`src/rtl/ext_bus_sequencer.sv`:
```
module ext_bus_sequencer #(
  parameter int AW     = 16,
  parameter int DW     = 8,
  parameter int EXT_LO = 4096,
  parameter int EXT_HI = 65407
) (
  input  logic          clk,
  input  logic          rst_n,
  input  logic          halt,
  input  logic          hold,
  input  logic          req,
  input  logic [AW-1:0] req_addr,
  input  logic [DW-1:0] req_wdata,
  input  logic          req_we,
  input  logic          req_fetch,
  output logic          ready,
  output logic [DW-1:0] rdata,
  input  logic          wait_n,
  output logic [AW-1:0] addr,
  output logic          addr_oe,
  output logic [DW-1:0] data_out,
  output logic          data_oe,
  input  logic [DW-1:0] data_in,
  output logic          rd_n,
  output logic          wr_n,
  output logic          strobe_oe,
  output logic          m1,
  output logic          offchip_n
);

  localparam logic [AW-1:0] WIN_LO = EXT_LO[AW-1:0];
  localparam logic [AW-1:0] WIN_HI = EXT_HI[AW-1:0];

  typedef enum logic [2:0] {S_IDLE, S_T1, S_T2, S_TW, S_T3} tstate_t;

  tstate_t       st;
  logic [AW-1:0] a_q;
  logic [DW-1:0] wd_q;
  logic          we_q, fe_q;

  wire parked = halt | hold;
  wire active = (st != S_IDLE);
  wire strobe_ph = (st == S_T2) | (st == S_TW) | (st == S_T3);
  wire drive_en = rst_n & (active | ~parked);

  always_ff @(posedge clk or negedge rst_n) begin
    if (!rst_n) begin
      st    <= S_IDLE;
      a_q   <= '0;
      wd_q  <= '0;
      we_q  <= 1'b0;
      fe_q  <= 1'b0;
      ready <= 1'b0;
      rdata <= '0;
    end else begin
      ready <= (st == S_T3);
      if (st == S_T3 && !we_q) rdata <= data_in;
      case (st)
        S_IDLE: if (req && !parked) begin
          a_q  <= req_addr;
          wd_q <= req_wdata;
          we_q <= req_we;
          fe_q <= req_fetch;
          st   <= S_T1;
        end
        S_T1:    st <= S_T2;
        S_T2,
        S_TW:    st <= wait_n ? S_T3 : S_TW;
        S_T3:    st <= S_IDLE;
        default: st <= S_IDLE;
      endcase
    end
  end

  assign addr      = a_q;
  assign addr_oe   = drive_en;
  assign strobe_oe = drive_en;
  assign rd_n      = ~(strobe_ph & ~we_q);
  assign wr_n      = ~(strobe_ph & we_q);
  assign data_oe   = strobe_ph & we_q;
  assign data_out  = wd_q;
  assign m1        = active & fe_q;
  assign offchip_n = ~(active & (a_q >= WIN_LO) & (a_q <= WIN_HI));

  p_strobe_excl_r4: assert property (@(posedge clk) disable iff (!rst_n)
    !(!rd_n && !wr_n));

  p_wait_stretch_r5: assert property (@(posedge clk) disable iff (!rst_n)
    ((st == S_T2 || st == S_TW) && !wait_n) |=> (st == S_TW && $stable(rd_n) && $stable(wr_n)));

  p_ready_pulse_r7: assert property (@(posedge clk) disable iff (!rst_n)
    ready |=> !ready);

  p_data_dir_r6: assert property (@(posedge clk) disable iff (!rst_n)
    data_oe |-> (!wr_n && rd_n));

  p_float_idle_r9: assert property (@(posedge clk) disable iff (!rst_n)
    (!m1 && rd_n && wr_n && !strobe_oe) |-> !addr_oe);

  p_cycle_order_r3: assert property (@(posedge clk) disable iff (!rst_n)
    $fell(rd_n) |-> $past(rd_n && wr_n && addr_oe));

endmodule

```
`config.mk`:
```
export PLATFORM = sky130hd
export DESIGN_NAME = ext_bus_sequencer
export DESIGN_NICKNAME = d
export VERILOG_FILES = /design/src/rtl/ext_bus_sequencer.sv
export SDC_FILE = /design/constraint.sdc
export NUM_CORES = 1
export LEC_CHECK = 0
export ABC_AREA = 1
export BUFFER_PORTS_ARGS = -buffer_cell sky130_fd_sc_hd__buf_2
export CAP_MARGIN = 20
export CORE_ASPECT_RATIO = 2
export CORE_UTILIZATION = 41
export DETAILED_ROUTE_END_ITERATION = 7
export GPL_TIMING_DRIVEN = 0
export PLACE_DENSITY = 0.76
export SYNTH_ARGS = -nofsm -noshare
export SYNTH_HDL_FRONTEND = slang
export SYNTH_SLANG_ARGS = --single-unit
```
`constraint.sdc`:
```
create_clock -name clk -period 1.1 [get_ports clk]
set_input_delay 0.055 -clock clk [delete_from_list [all_inputs] [get_ports clk]]
set_output_delay 0.055 -clock clk [all_outputs]
set_load 0.05 [all_outputs]
```
==> metrics <==
routability congestion estimate=0.829; Seq cells post-synth=38; Fin. Hold Viols=38; syn_area_per_cell=8.51 µm²; final slew viol count=0; Setup Skew=7.76 ps; Tmin final=1540 ps; # nets final=343; Residual DRC=0; sequential fraction of the synthesis area=0.579; most common cell in the synthesized netlist=nand2_1; post-synth top area cell=dfrtp_1; max_slew headroom=0.422; Post-CTS Hold Buffers=11; Global Route Usage Sum=0.223; Rows=32; first-pass GRT wire length=6.81 mm; WL/cell=12.3 µm; count of cell types in the netlist=15; Area after DPL=0.00213 mm²; period utilization=1.40; power after layout=8810 µW; Diodes inserted=0; Lkg Pwr=0.00145 µW; type of origin of the critical path=flip-flop; Layout area overhead=55.6%; CTS clock-pin slew for the worst setup and hold paths=70 ps; VDD IR-drop max=1950 µV; Cell Area, Synth=0.00164 mm²; num ports=80; GR Overflow Total=0; RSZ-0062 raised after global routing=true; Max Cap Viol=0; vias=1,636; Root Driver=clkbuf_8; TritonCTS clock tree=yes; clock buffer count from CTS=5; Post-DP HPWL=2.72 mm; crit path kind=reg2out; H-tree depth=2; Top Layer Used=met4; wl on met1=1.51 mm; Post-synth EDFFs=0; Max clock buf depth=2; vias in the first global route=1,603; layout cells sized above 1=0.408; DR iter-0 viols=27; DRT Pass-1 Iters=5; CP arrival=1490 ps; clk sinks=38; PortBufs=79; PD cells=3450 mW/mm²; initial antenna violation count=0; Hold Path Class=in2async; via-per-instance ratio=4.61; Max FO, Critical Path=3; clock latency on the worst-skew pair=290 ps; warning count from the yosys run=0; Highest Clock Rate=648 MHz; detailed-route wire length=4.37 mm; Routed Antenna Nets=0; total die area=0.00428 mm²; DIE HEIGHT=91.5 µm; violated checks=negative hold slack, negative setup slack; Final Worst Setup Slack=-443 ps; metal3 WL=133 µm; status=finished, violations left; largest net degree at the start of global routing=40; design area=0.00255 mm²; Initial Util=0.427; largest cells by area after synthesis=dfrtp_1 58%, nand2_1 17%, nand3_1 8.5%; worst-margin pin slew=867 ps; CP endpoint kind=output pin; Setup-failing EPs final=42; post-synthesis async set-or-reset flop share=1.00; Post-Syn Nets=233; Primary FF master, synth=dfrtp_1; met2 wire len=2.57 mm; list of most frequent post-synthesis cells=73 x nand2_1, 38 x dfrtp_1, 28 x nand3_1; Syn Inst Count=193; worst hold-check slack=-117 ps; Core ar.=0.00384 mm²; Req. time, crit path=1040 ps; die width=46.7 µm; Yosys top cell area share=0.579
[cells by family (layout without fill, tap and decap cells)]
group	after synthesis	count (layout)	share of synthesized area
flip-flops	38	38	0.579
buffers and inverters	30	141	0.0861
AND/OR/NAND/NOR	116	116	0.306
AO/OA/AOI/OAI	9	9	0.0290
[routing by layer]
layer  track usage  up-vias
li1              -      815
met1         0.208      759
met2         0.413       51
met3        0.0457       11
met4         0.107        0
met5             0        -
[path summary, 6_finish.rpt]
path	cells after the start	from	slack, ps	to
worst max register to register	8	st[0]	-180	data_out[7]
worst min register to register	2	addr[4]	470	addr[4]
max in group asynchronous	1	rst_n	620	addr[12]
worst max-delay path	7	st[0]	-440	data_oe
worst min-delay path	1	rst_n	-120	addr[5]
min in group clk	3	data_in[0]	0	rdata[0]
[worst max-delay path, cell delays in order, from the launching register on]
cell and delay (ps):
dfrtp_1 400, nor2_4 140, buf_4 150, nand2_1 60, nand2_1 110, nand2_2 100, clkinvlp_4 100, buf_8 140
[power breakdown]
| group | total [µW] | switching (µW) | internal (µW) |
|---|---|---|---|
| logic | 5460 | 3820 | 1650 |
| registers | 2440 | 399 | 2040 |
| clock network | 903 | 453 | 450 |
| total | 8810 | 4670 | 4140 |
[through the flow]
stage	setup TNS, ps	std cells	setup WS (ps)	hold slack [ps]	util
6_report	-6390	355	-443	-117	0.665
5_1_grt	-9970	355	-530	-52.7	0.665
4_1_cts	-6300	352	-398	-94.1	0.653
3_5_place_dp	-4130	323	-337	212	0.554
3_3_place_gp	-3720	323	-332	213	0.554
2_1_floorplan	-1240	193	-352	-241	-
[placed cells by master (no fill, tap or decap)]
| cell type | count |
|---|---|
| a211oi_1 | 1 |
| buf_2 | 75 |
| buf_4 | 9 |
| buf_6 | 11 |
| buf_8 | 6 |
| clkbuf_1 | 3 |
| clkbuf_8 | 5 |
| clkinvlp_4 | 1 |
| dfrtp_1 | 36 |
| dfrtp_2 | 2 |
| dlygate4sd3_1 | 11 |
| inv_1 | 17 |
| inv_2 | 2 |
| inv_4 | 1 |
| nand2_1 | 69 |
| nand2_2 | 4 |
| nand2_4 | 1 |
| nand2_8 | 1 |
| nand3_1 | 26 |
| nand3_2 | 1 |
| nand3_4 | 2 |
| nor2_1 | 9 |
| nor2_4 | 3 |
| o21ai_0 | 4 |
| o21ai_1 | 4 |
[area by class of cell]
| type | count | area, µm² |
|---|---|---|
| timing repair buffer | 103 | 671 |
| inverter | 21 | 85.1 |
| multi-input combinational | 125 | 606 |
| clock buffer | 8 | 80.1 |
| buffer | 9 | 96.3 |
| fill | 350 | 1290 |
| sequential | 38 | 953 |
| tap | 51 | 63.8 |
[sequential cells by signal, summed over array words and instances, names as in the netlist]
register  count
addr         16
we_q          1
data_out      8
ready         1
rdata         8
fe_q          1
st            3
[what timing repair did]
item | CTS | global route
setup endpoints to repair | 42 | 42
endpoints found under the hold margin | 50 | 38
gates resized for setup | 39 | 6
buffers inserted | 7 | 3
gates cloned | 3 | 0
pin swaps | 2 | 0
No activity file was read; power rests on OpenSTA's default activity.
